<file path="config.mk">
export PLATFORM = sky130hd
export DESIGN_NAME = tape_loader
export DESIGN_NICKNAME = d
export VERILOG_FILES = /design/src/rtl/tl_pkg.sv /design/src/rtl/tl_packer.sv /design/src/rtl/tl_ctrl.sv /design/src/rtl/tape_loader.sv
export SDC_FILE = /design/constraint.sdc
export NUM_CORES = 1
export LEC_CHECK = 0
export ABC_AREA = 1
export ABC_CLOCK_PERIOD_IN_PS = 1520
export BUFFER_PORTS_ARGS = -buffer_cell sky130_fd_sc_hd__buf_2
export CAP_MARGIN = 20
export CELL_PAD_IN_SITES_DETAIL_PLACEMENT = 1
export CELL_PAD_IN_SITES_GLOBAL_PLACEMENT = 2
export CORE_AREA = 2 2 138 140
export CTS_BUF_LIST = sky130_fd_sc_hd__clkbuf_8
export CTS_CLUSTER_DIAMETER = 150
export DETAILED_ROUTE_END_ITERATION = 10
export DIE_AREA = 0 0 140 142
export MAX_ROUTING_LAYER = met4
export PLACE_DENSITY = 0.76
export SYNTH_ARGS = -nofsm -noshare
export SYNTH_HDL_FRONTEND = slang
export SYNTH_SLANG_ARGS = --single-unit
</file>
<file path="constraint.sdc">
create_clock -name clk_i -period 1.52 [get_ports clk_i]
set_clock_uncertainty 0.2 [all_clocks]
set_input_delay 0.076 -clock clk_i [delete_from_list [all_inputs] [get_ports clk_i]]
set_output_delay 0.076 -clock clk_i [all_outputs]
set_load 0.1 [all_outputs]
</file>
<file path="src/rtl/tl_pkg.sv">
package tl_pkg;
  typedef enum logic [2:0] {
    ST_IDLE,
    ST_CHAR,
    ST_WORD,
    ST_CMD,
    ST_DATA
  } tl_state_e;
endpackage

</file>
<file path="src/rtl/tl_packer.sv">
module tl_packer #(
  parameter int GRP_W = 6,
  parameter int GRPS  = 6,
  localparam int WORD_W = GRP_W * GRPS,
  localparam int CNT_W  = $clog2(GRPS)
) (
  input  logic              clk_i,
  input  logic              rst_ni,
  input  logic              clr_i,
  input  logic              take_i,
  input  logic [GRP_W-1:0]  grp_i,
  output logic [WORD_W-1:0] word_o,
  output logic              full_o
);
  logic [CNT_W-1:0]  cnt_q;
  logic [WORD_W-1:0] acc_q;

  assign word_o = {acc_q[WORD_W-GRP_W-1:0], grp_i};
  assign full_o = take_i && (cnt_q == CNT_W'(GRPS - 1));

  always_ff @(posedge clk_i or negedge rst_ni) begin
    if (!rst_ni) begin
      cnt_q <= '0;
      acc_q <= '0;
    end else if (clr_i) begin
      cnt_q <= '0;
    end else if (take_i) begin
      acc_q <= word_o;
      cnt_q <= full_o ? '0 : cnt_q + 1'b1;
    end
  end

  p_cnt_range_r3: assert property (@(posedge clk_i) disable iff (!rst_ni)
    cnt_q < CNT_W'(GRPS));
endmodule

</file>
<file path="src/rtl/tl_ctrl.sv">
module tl_ctrl
  import tl_pkg::*;
#(
  parameter int LINE_W = 8,
  parameter int WORD_W = 36,
  parameter int ADDR_W = 15,
  parameter int OP_W   = 6,
  parameter logic [OP_W-1:0] OP_DEP = 6'h32,
  parameter logic [OP_W-1:0] OP_JMP = 6'h30
) (
  input  logic              clk_i,
  input  logic              rst_ni,
  input  logic              line_valid_i,
  input  logic [LINE_W-1:0] line_data_i,
  output logic              line_ready_o,
  input  logic              req_i,
  input  logic              req_mode_i,
  input  logic              read_in_i,
  input  logic [WORD_W-1:0] pk_word_i,
  input  logic              pk_full_i,
  output logic              pk_take_o,
  output logic              pk_clr_o,
  output logic              done_o,
  output logic [WORD_W-1:0] word_o,
  output logic              mem_we_o,
  output logic [ADDR_W-1:0] mem_addr_o,
  output logic [WORD_W-1:0] mem_data_o,
  output logic              start_o,
  output logic [ADDR_W-1:0] start_addr_o,
  output logic              error_o
);
  tl_state_e state_q;
  logic      acc;
  logic      grp_mode;
  logic [OP_W-1:0] op;

  assign line_ready_o = (state_q != ST_IDLE);
  assign acc          = line_valid_i && line_ready_o;
  assign grp_mode     = (state_q == ST_WORD) || (state_q == ST_CMD) || (state_q == ST_DATA);
  assign pk_take_o    = acc && grp_mode && line_data_i[LINE_W-1];
  assign pk_clr_o     = (state_q == ST_IDLE);
  assign op           = pk_word_i[WORD_W-1 -: OP_W];

  always_ff @(posedge clk_i or negedge rst_ni) begin
    if (!rst_ni) begin
      state_q      <= ST_IDLE;
      done_o       <= 1'b0;
      word_o       <= '0;
      mem_we_o     <= 1'b0;
      mem_addr_o   <= '0;
      mem_data_o   <= '0;
      start_o      <= 1'b0;
      start_addr_o <= '0;
      error_o      <= 1'b0;
    end else begin
      done_o   <= 1'b0;
      mem_we_o <= 1'b0;
      start_o  <= 1'b0;
      unique case (state_q)
        ST_IDLE: begin
          if (read_in_i) begin
            state_q <= ST_CMD;
            error_o <= 1'b0;
          end else if (req_i) begin
            state_q <= req_mode_i ? ST_WORD : ST_CHAR;
          end
        end
        ST_CHAR: if (acc) begin
          word_o  <= {{(WORD_W-LINE_W){1'b0}}, line_data_i};
          done_o  <= 1'b1;
          state_q <= ST_IDLE;
        end
        ST_WORD: if (pk_full_i) begin
          word_o  <= pk_word_i;
          done_o  <= 1'b1;
          state_q <= ST_IDLE;
        end
        ST_CMD: if (pk_full_i) begin
          if (op == OP_DEP) begin
            mem_addr_o <= pk_word_i[ADDR_W-1:0];
            state_q    <= ST_DATA;
          end else if (op == OP_JMP) begin
            start_addr_o <= pk_word_i[ADDR_W-1:0];
            start_o      <= 1'b1;
            state_q      <= ST_IDLE;
          end else begin
            error_o <= 1'b1;
            state_q <= ST_IDLE;
          end
        end
        ST_DATA: if (pk_full_i) begin
          mem_data_o <= pk_word_i;
          mem_we_o   <= 1'b1;
          state_q    <= ST_CMD;
        end
        default: state_q <= ST_IDLE;
      endcase
    end
  end

  p_char_clear_r2: assert property (@(posedge clk_i) disable iff (!rst_ni)
    (state_q == ST_CHAR && acc) |=> (done_o && word_o[WORD_W-1:LINE_W] == '0));
  p_done_pulse_r2: assert property (@(posedge clk_i) disable iff (!rst_ni)
    done_o |=> !done_o);
  p_we_pulse_r6: assert property (@(posedge clk_i) disable iff (!rst_ni)
    mem_we_o |=> !mem_we_o);
  p_strobe_excl_r10: assert property (@(posedge clk_i) disable iff (!rst_ni)
    $onehot0({done_o, mem_we_o, start_o}));
endmodule

</file>
<file path="src/rtl/tape_loader.sv">
module tape_loader #(
  parameter int LINE_W = 8,
  parameter int GRP_W  = 6,
  parameter int GRPS   = 6,
  parameter int ADDR_W = 15,
  parameter int OP_W   = 6,
  localparam int WORD_W = GRP_W * GRPS
) (
  input  logic              clk_i,
  input  logic              rst_ni,
  input  logic              line_valid_i,
  input  logic [7:0]        line_data_i,
  output logic              line_ready_o,
  input  logic              req_i,
  input  logic              req_mode_i,
  output logic              done_o,
  output logic [35:0]       word_o,
  input  logic              read_in_i,
  output logic              mem_we_o,
  output logic [14:0]       mem_addr_o,
  output logic [35:0]       mem_data_o,
  output logic              start_o,
  output logic [14:0]       start_addr_o,
  output logic              error_o
);
  logic [WORD_W-1:0] pk_word;
  logic pk_full, pk_take, pk_clr;

  tl_packer #(.GRP_W(GRP_W), .GRPS(GRPS)) u_packer (
    .clk_i  (clk_i),
    .rst_ni (rst_ni),
    .clr_i  (pk_clr),
    .take_i (pk_take),
    .grp_i  (line_data_i[GRP_W-1:0]),
    .word_o (pk_word),
    .full_o (pk_full)
  );

  tl_ctrl #(
    .LINE_W(LINE_W), .WORD_W(WORD_W), .ADDR_W(ADDR_W), .OP_W(OP_W)
  ) u_ctrl (
    .clk_i        (clk_i),
    .rst_ni       (rst_ni),
    .line_valid_i (line_valid_i),
    .line_data_i  (line_data_i),
    .line_ready_o (line_ready_o),
    .req_i        (req_i),
    .req_mode_i   (req_mode_i),
    .read_in_i    (read_in_i),
    .pk_word_i    (pk_word),
    .pk_full_i    (pk_full),
    .pk_take_o    (pk_take),
    .pk_clr_o     (pk_clr),
    .done_o       (done_o),
    .word_o       (word_o),
    .mem_we_o     (mem_we_o),
    .mem_addr_o   (mem_addr_o),
    .mem_data_o   (mem_data_o),
    .start_o      (start_o),
    .start_addr_o (start_addr_o),
    .error_o      (error_o)
  );

  p_jump_idle_r7: assert property (@(posedge clk_i) disable iff (!rst_ni)
    start_o |-> !line_ready_o);
  p_err_halt_r8: assert property (@(posedge clk_i) disable iff (!rst_ni)
    $rose(error_o) |-> !line_ready_o);
endmodule

</file>
Word level (Yosys, flattened, before mapping)
Index checks and enable logic that the tools add are counted.
{"block": "word_totals", "inputBits": 14, "ff_bits": 142, "elab_cells": 75, "output_inout_bits": 107}
{"block": "classes", "n_bitwise": 2, "muxes": 28, "reduce_logical": 18, "addsub": 1, "eq_ne": 15}
{"op": "2-to-1 mux 36 bit", "count": 2}
{"op": "one-hot mux 36 bit (2 select lines)", "count": 1}
{"op": "2-to-1 mux 3 bit", "count": 10}
{"op": "one-hot mux 3 bit (5 select lines)", "count": 1}
{"op": "== test 6 bit, second input constant", "count": 2}
{"op": "!= test 2 bit, second input constant", "count": 6}
{"op": "2-to-1 mux 1 bit", "count": 11}
{"op": "AND reduction 5 bit", "count": 2}
{"op": "== test 3 x 2 -> 1 bit, second input constant", "count": 2}
{"op": "== test 3 bit, second input constant", "count": 2}
{"op": "AND reduction 3 bit", "count": 2}
{"op": "nonzero test 2 bit", "count": 3}
{"op": "logical AND 1 bit", "count": 4}
{"op": "one-hot mux 1 bit (2 select lines)", "count": 2}
{"op": "AND reduction 2 bit", "count": 2}
{"op": "AND reduction 4 bit", "count": 1}
{"op": "adder 3 x 1 -> 3 bit, second input constant", "count": 1}
{"op": "== test 3 x 1 -> 1 bit, second input constant", "count": 1}
{"op": "zero test 3 bit", "count": 1}
{"op": "!= test 3 bit, second input constant", "count": 1}
{"op": "nonzero test 3 bit", "count": 1}
{"op": "logical OR 1 bit", "count": 2}
{"op": "2-to-1 mux 2 bit", "count": 1}
{"op": "!= test 2 x 1 -> 1 bit, second input constant", "count": 1}
{"op": "inverter 1 bit", "count": 2}

Depth between registers and ports, before layout
Gate-level depths: netlist of the first run.
{"block": "logic_depth", "ltp_word": 9, "mapped_depth": 10, "ltp_nobuf": 10}

Cells and area by module
Synthesis of the first run repeated with hierarchy kept, for this count alone.
{"block": "hier_totals", "hier_cells": 637, "hier_area_um2": 5926.9}
{"module": "tl_ctrl", "area_each_um2": 4441.8, "cells_per_inst": 481, "seq_area_each_um2": 2727.6, "instances": 1}
{"module": "tl_packer", "area_each_um2": 1485.2, "cells_per_inst": 156, "seq_area_each_um2": 825.8, "instances": 1}

Least setup slack after synthesis of the first run
No wires, ideal clock.
{"block": "synth_path", "path_kind": "reg-to-reg", "from": "reg u_ctrl.state_q[0]", "to": "reg u_ctrl.error_o", "period_less_slack_ns": 2.114, "t_arrival_ns": 1.792, "stages_incl_launch_ff": 10, "path_slack_ns": -0.594, "required_time_ns": 1.198, "setup_ns": 0.122, "n_path_buf": 1, "cell_sequence": "dfrtp_1 -> buf_6 -> nor2_4 -> nand2_1 -> nand2_1 -> o21ai_0 -> nor2_1 -> nand2_1 -> nand2_1 -> nand2_1"}
{"block": "synth_via", "elab_cells_between_ends": 18, "cone_classes": "7 x eq/ne; 1 x mux; 10 x reduce/logical"}
{"item": "start: declaration", "line": "tl_ctrl.sv:32", "source": "tl_state_e state_q;"}
{"item": "start signal: assignment", "line": "tl_ctrl.sv:65", "source": "state_q <= req_mode_i ? ST_WORD : ST_CHAR;"}
{"item": "nonzero test 3 bit", "line": "tl_ctrl.sv:37", "source": "assign line_ready_o = (state_q != ST_IDLE);"}
{"item": "named net line_ready_o", "line": "tape_loader.sv:13", "source": "output logic line_ready_o,"}
{"item": "logical AND 1 bit", "line": "tl_ctrl.sv:38", "source": "assign acc = line_valid_i && line_ready_o;"}
{"item": "logical AND 1 bit (2 in series)", "line": "tl_ctrl.sv:40", "source": "assign pk_take_o = acc && grp_mode && line_data_i[LINE_W-1];"}
{"item": "logical AND 1 bit", "line": "tl_packer.sv:19", "source": "assign full_o = take_i && (cnt_q == CNT_W'(GRPS - 1));"}
{"item": "!= test 2 bit (no line)"}
{"item": "AND reduction 5 bit (no line)"}
{"item": "end signal: assignment", "line": "tl_ctrl.sv:54", "source": "error_o <= 1'b0;"}
{"item": "end signal: assignment", "line": "tl_ctrl.sv:63", "source": "error_o <= 1'b0;"}
{"item": "end signal: assignment", "line": "tl_ctrl.sv:87", "source": "error_o <= 1'b1;"}
{"item": "end: declaration", "line": "tl_ctrl.sv:30", "source": "output logic error_o"}
The timed path passes the listed nets, and every way through them passes these cells.
A chain may end at the register's enable or synchronous reset.

Worst setup path in the final report of the first run
{"block": "layout_path", "from": "reg u_ctrl.state_q[1]", "to": "reg u_ctrl.word_o[28]"}
{"block": "layout_via", "elab_chain_cells": 8, "elab_cells_between_ends": 16, "cone_classes": "6 x eq/ne; 1 x mux; 9 x reduce/logical"}
{"item": "== test 3 x 2 -> 1 bit, on equally long branches", "line": "tl_ctrl.sv:39, tl_ctrl.sv:59"}
{"item": "logical OR 1 bit (2 in series)", "line": "tl_ctrl.sv:39", "source": "assign grp_mode = (state_q == ST_WORD) || (state_q == ST_CMD) || (state_q == ST_DATA);"}
{"item": "logical AND 1 bit (2 in series)", "line": "tl_ctrl.sv:40"}
{"item": "logical AND 1 bit", "line": "tl_packer.sv:19"}
{"item": "!= test 2 bit (no line)"}
{"item": "AND reduction 3 bit (no line)"}
{"item": "end signal: assignment", "line": "tl_ctrl.sv:69", "source": "word_o <= {{(WORD_W-LINE_W){1'b0}}, line_data_i};"}
{"item": "end signal: assignment", "line": "tl_ctrl.sv:74", "source": "word_o <= pk_word_i;"}
{"item": "end: declaration", "line": "tl_ctrl.sv:24", "source": "output logic [WORD_W-1:0] word_o,"}
Several ways; a longest one is shown, not always the timed one.

==> results by group, run 1 <==
Run status
  – Result of the run: finished, violations left
  – Violated checks: design-rule violations, negative setup slack

Synth
  – Net count after synthesis: 585
  – Synth Instances: 569
  – Flops & latches, synth: 142
  – Top cell type by total area after synthesis: dfrtp_1
  – Ys Warns: 0
  – Syn avg cell area: 9.831 um2
  – Fraction of post-synthesis cell area in the top cell type by area: 63.52%
  – Leading cell types by total area after synthesis: dfrtp_1 64%, nand2_1 9.9%, o21ai_1 5.4%
  – Unique masters post-synth: 28
  – Summed instance area of the synthesized netlist: 5594 um2
  – Post-synthesis sequential area ratio: 63.52%

Placed design
  – Post-placement cell area: 6853 um2
  – Worst setup slack before clock tree synthesis: -300.3 ps
  – Post-Place Cells: 938
  – DP Wirelength: 11,370 um
  – Weighted congestion reported at the end of routability-driven placement: 0.8096
  – Port-buffer cells: 120

CTS
  – Buffer cell driving the clock tree root: clkbuf_8
  – Clk Latency, worst-skew pair: 450 ps
  – Number of clock sinks: 142
  – TritonCTS clock tree: done
  – Clock buffers created by TritonCTS: 17
  – H-tree lvl count: 4
  – Max Buffers Root-to-Sink: 2
  – Clock transition at the registers of the reported paths: 80 ps

Routing
  – Final routed DRC violation total: 9
  – Wire length reported by the detailed router: 17,990 um
  – Via density: 4.742
  – Routed Antenna Nets: 0
  – Number of DRC violations after detailed-routing iteration 0: 220
  – Detailed-router iteration count before antenna repair: 9
  – Via count: 4,761
  – Routed wirelength normalized by instance count: 17.91 um

Timing
  – Final-report setup violation count: 143
  – Final worst path period need: 1788 ps
  – Total negative setup slack: -29,950 ps
  – Setup repair after global routing missed its margin: yes
  – Hold violation count in the final report: 0
  – Max-slew violation count: 0
  – Max Clk Rate: 559.4 MHz
  – Fraction of the cycle the final worst path needs: 117.6%
  – Post-route worst setup slack: -267.5 ps
  – Actual transition at the worst max-transition pin: 437.3 ps
  – Worst rel slew slack: 70.85%

GRT
  – Total congestion overflow: 0
  – Via count of the first global-routing pass: 4,940
  – Tot GR Track Use: 17.49%
  – First-pass GRT wire length: 26,260 um
  – Number of antenna violations at the first check in global routing: 0
  – Pin count of the biggest net entering global routing: 77

Pwr
  – Total power density per cell area: 1368 nW/um2
  – Power share of the combinational group: 31.6%
  – Clock network power share: 28.5%
  – Sequential Power Share: 39.9%
  – Net switching power: 0.004370 W
  – Worst vdd ir: 608.9 uV
  – Static Leakage: 4.050 nW
  – Total power after layout: 0.01138 W
  – Internal power: 0.007015 W
  – Switching share of total power: 38.39%

Floorplan
  – Core ar.: 18,460 um2
  – Die extent in y: 142 um
  – Std cell rows: 50
  – Starting density of the core: 30.31%
  – Width of the chip: 140 um
  – Die outline area: 19,880 um2
  – I/O pin count: 121

Finish
  – Final nets: 773
  – Layout overhead on the synthesized area: 48.80%
  – Most frequent cells in the layout: 140 x dfrtp_1, 123 x nand2_1, 79 x buf_4
  – Reg area: 3556 um2
  – Fill cell count: 2,057
  – Layout Cells excl Fill: 1,004
  – Area taken by multi-input logic gates: 1996 um2
  – Final instance area: 8324 um2
  – Antenna cell count: 0
  – Share of post-route cells with drive strength above 1: 38.96%
  – Most common library cell in the layout ignoring fill and taps: dfrtp_1

Flow run
  – Max-cap viol count: 0

Setup path
  – Source of the critical timing path: u_ctrl.state_q[1]
  – Launch point of the worst reg-to-reg path: u_ctrl.state_q[1]
  – Critical path start-end classification: reg2reg
  – Worst setup EP type: flip-flop
  – Reg-to-Reg End: u_ctrl.word_o[28]
  – Critical Path AT: 1920 ps
  – Worst R2R Path Depth: 8
  – Required time of the worst setup path: 1650 ps
  – Capturing element of the worst setup path: u_ctrl.word_o[28]
  – Category of the worst setup path launch point: flip-flop
  – Slack of the worst reg-to-reg path: -270 ps
  – Crit Path Max Fanout: 24

Min path
  – Worst min-delay path category: in2reg
-- critical path, cell delays in order (launching register included) --
cell and delay (ps):
dfrtp_2 450, nor2_4 160, nand2_2 100, nand2_4 120
nand4_4 120, buf_12 180, clkbuf_16 200, nand3_2 60
o21ai_1 60
-- Yosys cell counts, drive strengths merged --
| library cell | count |
|---|---|
| nor3 | 2 |
| buf | 21 |
| nor2 | 10 |
| a31oi | 1 |
| clkbuf | 8 |
| dfrtp | 142 |
| nand4 | 2 |
| nand2 | 151 |
| ha | 2 |
| inv | 50 |
| o21ai | 130 |
| xnor2 | 1 |
| nand3 | 47 |
| a21oi | 2 |
-- through the flow --
stage / utilization (%) / hold slack [ps]
5_1_grt: 45.11 / 175.7
2_1_floorplan: - / -419.6
3_3_place_gp: 37.13 / -97.15
4_1_cts: 41.40 / 141.0
6_report: 45.11 / 172.0
3_5_place_dp: 37.13 / -88.80
-- sequential cells by signal (all words and copies together) (netlist names) --
register,flops
u_ctrl.mem_data_o,36
u_ctrl.word_o,36
u_packer.acc_q,30
u_ctrl.mem_addr_o,15
u_ctrl.start_addr_o,15
u_ctrl.state_q,3
u_packer.cnt_q,3
u_ctrl.done_o,1
u_ctrl.error_o,1
u_ctrl.mem_we_o,1
u_ctrl.start_o,1
-- routing by layer --
| layer | vias to the layer above | track usage (%) | part of all wire [%] |
|---|---|---|---|
| met1 | 2420 | 21.21 | 44 |
| met3 | 13 | 4.105 | 3.8 |
| li1 | 2235 | - | - |
| met4 | 0 | 5.795 | 1.3 |
| met2 | 93 | 29.06 | 51 |
| met5 | - | - | 0 |
-- cell type report --
type	instances	area share, %
Multi-Input combinational cell	348	23.97
Timing Repair Buffer	198	22.28
Inverter	50	2.405
Clock inverter	13	1.969
Tap cell	234	3.517
Sequential cell	142	42.72
Clock buffer	19	3.141
-- worst min path at each step --
| stage | from | endpoint | slack (ps) | cells past startpoint |
|---|---|---|---|---|
| after floorplan | rst_ni | u_ctrl.done_o | -420 | 0 |
| after global placement | rst_ni | u_ctrl.done_o | -100 | 2 |
| after detailed placement | rst_ni | u_ctrl.done_o | -90 | 2 |
| after CTS | line_data_i[0] | u_ctrl.word_o[0] | 140 | 4 |
| after global routing | line_data_i[1] | u_ctrl.word_o[1] | 180 | 4 |
| final | line_data_i[0] | u_ctrl.word_o[0] | 170 | 4 |
-- power by group through the flow --
stage / combinational (W) / sequential (W) / clock (W)
2_1_floorplan: 0.00130 / 0.00527 / 0
3_3_place_gp: 0.00311 / 0.00458 / 0
3_5_place_dp: 0.00317 / 0.00460 / 0
4_1_cts: 0.00335 / 0.00453 / 0.00333
5_1_grt: 0.00389 / 0.00460 / 0.00350
6_report: 0.00360 / 0.00454 / 0.00324
-- what timing repair did --
action / 4_1_cts / 5_1_grt
endpoints found under the setup margin: 247 / 204
hold buffers: 15 / 0
setup buffers: 3 / 5
gates cloned: 0 / 11
pin swaps: 2 / 3
hold endpoints to repair: 179 / 0
gates resized for setup: 71 / 148
-- logic make-up (layout without fill, tap and decap cells) --
group / Yosys count / after routing / share of synthesized area, %
compound gates: 133 / 133 / 12.93
xor+xnor: 1 / 1 / 0.1566
fa+ha+maj: 2 / 2 / 0.4473
buf+inv: 79 / 280 / 6.441
flops: 142 / 142 / 63.52
simple gates: 212 / 212 / 16.51
Note: power is estimated with default switching activity, not from simulation.
==> inputs of run 2 (changes only) <==
CELL_PAD_IN_SITES_DETAIL_PLACEMENT = not set   (was 1)
CELL_PAD_IN_SITES_GLOBAL_PLACEMENT = not set   (was 2)
CORE_AREA = 2 2 120 122   (was 2 2 138 140)
DIE_AREA = 0 0 122 124   (was 0 0 140 142)
PLACE_DENSITY = 0.65   (was 0.76)
==> run 2 against run 1 <==
  * The flow finishes with violations (negative setup slack)
  * Clock power decreased by 3%
  * Combinational power barely moved
  * First-iteration DRC count rose by 80%
  * Non-clock buffer count down 2
  * Worst hold slack improved by 16 ps
  * Flip-flop and latch count did not move
  * Power is 1.3% lower
==> results by group, run 2 (synthesis results as in run 1) <==
Routing
  – Final routed DRC violation total: 0 (was 9)
  – Via density: 5.050 (was 4.742)
  – Routed Antenna Nets: 0 (unchanged)
  – Number of DRC violations after detailed-routing iteration 0: 397 (was 220)
  – Wire length reported by the detailed router: 16,440 um (was 17,990 um)
  – Via count: 4,792 (was 4,761)
  – Detailed-router iteration count before antenna repair: 6 (was 9)
  – Routed wirelength normalized by instance count: 17.33 um (was 17.91 um)

Finish
  – Largest registers in the final layout: u_ctrl.mem_data_o x36, u_ctrl.word_o x36, u_packer.acc_q x30 (unchanged)
  – Share of post-route cells with drive strength above 1: 40.83% (was 38.96%)
  – Final nets: 774 (was 773)
  – Most frequent cells in the layout: 141 x dfrtp_1, 111 x nand2_1, 79 x buf_4 (was 140 x dfrtp_1, 123 x nand2_1, 79 x buf_4)
  – Fill cell count: 1,140 (was 2,057)
  – Final instance area: 8300 um2 (was 8324 um2)
  – Layout overhead on the synthesized area: 48.38% (was 48.80%)
  – Antenna cell count: 0 (unchanged)
  – Most common library cell in the layout ignoring fill and taps: dfrtp_1 (unchanged)
  – Layout Cells excl Fill: 949 (was 1,004)

Setup path
  – Critical Path AT: 1970 ps (was 1920 ps)
  – Capturing element of the worst setup path: u_ctrl.word_o[16] (was u_ctrl.word_o[28])
  – Launch point of the worst reg-to-reg path: u_ctrl.state_q[0] (was u_ctrl.state_q[1])
  – Crit Path Max Fanout: 9 (was 24)
  – Worst setup EP type: flip-flop (unchanged)
  – Worst R2R Path Depth: 9 (was 8)
  – Slack of the worst reg-to-reg path: -320 ps (was -270 ps)
  – Source of the critical timing path: u_ctrl.state_q[0] (was u_ctrl.state_q[1])
  – Required time of the worst setup path: 1650 ps (about the same)
  – Category of the worst setup path launch point: flip-flop (unchanged)
  – Reg-to-Reg End: u_ctrl.word_o[16] (was u_ctrl.word_o[28])
  – Critical path start-end classification: reg2reg (unchanged)

Timing
  – Final-report setup violation count: 143 (unchanged)
  – Actual transition at the worst max-transition pin: 483.6 ps (was 437.3 ps)
  – Hold violation count in the final report: 0 (unchanged)
  – Max-slew violation count: 0 (unchanged)
  – Fraction of the cycle the final worst path needs: 120.9% (was 117.6%)
  – Final worst path period need: 1838 ps (was 1788 ps)
  – Setup repair after global routing missed its margin: yes (unchanged)
  – Post-route worst setup slack: -317.9 ps (was -267.5 ps)
  – Max Clk Rate: 544.1 MHz (was 559.4 MHz)
  – Worst rel slew slack: 67.98% (was 70.85%)

CTS
  – Clock transition at the registers of the reported paths: 80 ps (about the same)
  – H-tree lvl count: 4 (unchanged)
  – Max Buffers Root-to-Sink: 2 (unchanged)
  – Clk Latency, worst-skew pair: 450 ps (about the same)
  – Number of clock sinks: 142 (unchanged)
  – Buffer cell driving the clock tree root: clkbuf_8 (unchanged)
  – Clock buffers created by TritonCTS: 17 (unchanged)
  – TritonCTS clock tree: done (unchanged)

Floorplan
  – I/O pin count: 121 (unchanged)
  – Die extent in y: 124 um (was 142 um)
  – Die outline area: 15,130 um2 (was 19,880 um2)
  – Starting density of the core: 40.78% (was 30.31%)
  – Std cell rows: 43 (was 50)
  – Width of the chip: 122 um (was 140 um)
  – Core ar.: 13,720 um2 (was 18,460 um2)

Min path
  – Worst min-delay path category: in2reg (unchanged)

Placed design
  – Weighted congestion reported at the end of routability-driven placement: 0.8633 (was 0.8096)
  – Port-buffer cells: 120 (unchanged)
  – DP Wirelength: 9891 um (was 11,370 um)
  – Post-Place Cells: 883 (was 938)
  – Post-placement cell area: 6778 um2 (was 6853 um2)

GRT
  – First-pass GRT wire length: 23,860 um (was 26,260 um)
  – Via count of the first global-routing pass: 4,561 (was 4,940)
  – Total congestion overflow: 0 (unchanged)
  – Pin count of the biggest net entering global routing: 53 (was 77)
  – Number of antenna violations at the first check in global routing: 0 (unchanged)
  – Tot GR Track Use: 21.56% (was 17.49%)

Run status
  – Violated checks: negative setup slack (was design-rule violations, negative setup slack)
  – Result of the run: finished, violations left (unchanged)

Pwr
  – Worst vdd ir: 755.9 uV (was 608.9 uV)
  – Static Leakage: 4.044 nW (was 4.050 nW)
  – Total power density per cell area: 1354 nW/um2 (was 1368 nW/um2)

Flow run
  – Max-cap viol count: 0 (unchanged)
-- run 2: changes by cell type in the layout (fill, tap and decap cells not counted), moves of 4 or more --
cell and delta:
nand2_1 -12, nand2_2 +6, clkbuf_4 -5, buf_2 +4
nand3_1 -4, nand2_4 +7, nand3_2 +5
-- run 2: how the worst min path moves through the flow --
stage | startpoint | to | slack (ps) | cells after the start
6_report | line_data_i[1] | u_ctrl.word_o[1] | 190 | 4
2_1_floorplan | rst_ni | u_ctrl.done_o | -420 | 0
5_1_grt | line_data_i[3] | u_ctrl.word_o[3] | 190 | 4
4_1_cts | line_valid_i | u_ctrl.done_o | 90 | 6
3_3_place_gp | rst_ni | u_ctrl.mem_data_o[26] | -180 | 1
3_5_place_dp | rst_ni | u_ctrl.mem_data_o[25] | -180 | 1
-- run 2: cell type report --
type	count	area, um2	share of cell area (%)
multi-input cells	351	2118	25.52
well taps	180	225.2	2.713
clock buffers	21	289.0	3.482
flip-flops and latches	142	3555	42.82
inverters	50	195.2	2.352
clock inverters	9	120.1	1.447
repair buffers	196	1798	21.66
-- run 2: routing by layer --
layer	track usage [%]	vias up	wire, um
met5	-	-	0
met4	8.477	0	324
met3	4.899	33	941
met2	34.39	179	8338
met1	26.89	2334	6838
li1	-	2246	-
-- run 2: critical path, stage by stage, from the launching register on --
cell       delay, ps
dfrtp_1          430
nor2_4            70
buf_6            120
a21oi_4          140
buf_6            140
nand4_4          120
buf_12           170
clkbuf_16        170
nand3_1           60
o21ai_0           80
-- run 2: timing repair --
item,in CTS,in global routing
gates resized for setup,77,157
gates cloned,4,9
pin swaps,9,9
endpoints found under the setup margin,246,199
hold buffers,14,0
buffers inserted,5,4
endpoints found under the hold margin,179,0
-- run 2: power breakdown --
group,internal (W),switching [W]
Combinational,0.00106,0.00252
Clock,0.00176,0.00138
Sequential,0.00425,0.000276
-- run 2: through the flow --
| stage | total power (W) | setup WS [ps] | util [%] | TNS [ps] | hold WS [ps] |
|---|---|---|---|---|---|
| global placement | 0.007601 | -245.7 | 49.40 | -16990 | -176.0 |
| detailed placement | 0.007680 | -379.6 | 49.40 | -24590 | -175.9 |
| finish | 0.01124 | -317.9 | 60.50 | -33300 | 187.7 |
| CTS | 0.01104 | -248.0 | 55.69 | -23910 | 85.71 |
| floorplan | 0.006573 | -202.6 | - | -21250 | -419.6 |
| global route | 0.01178 | -345.8 | 60.50 | -39800 | 187.3 |
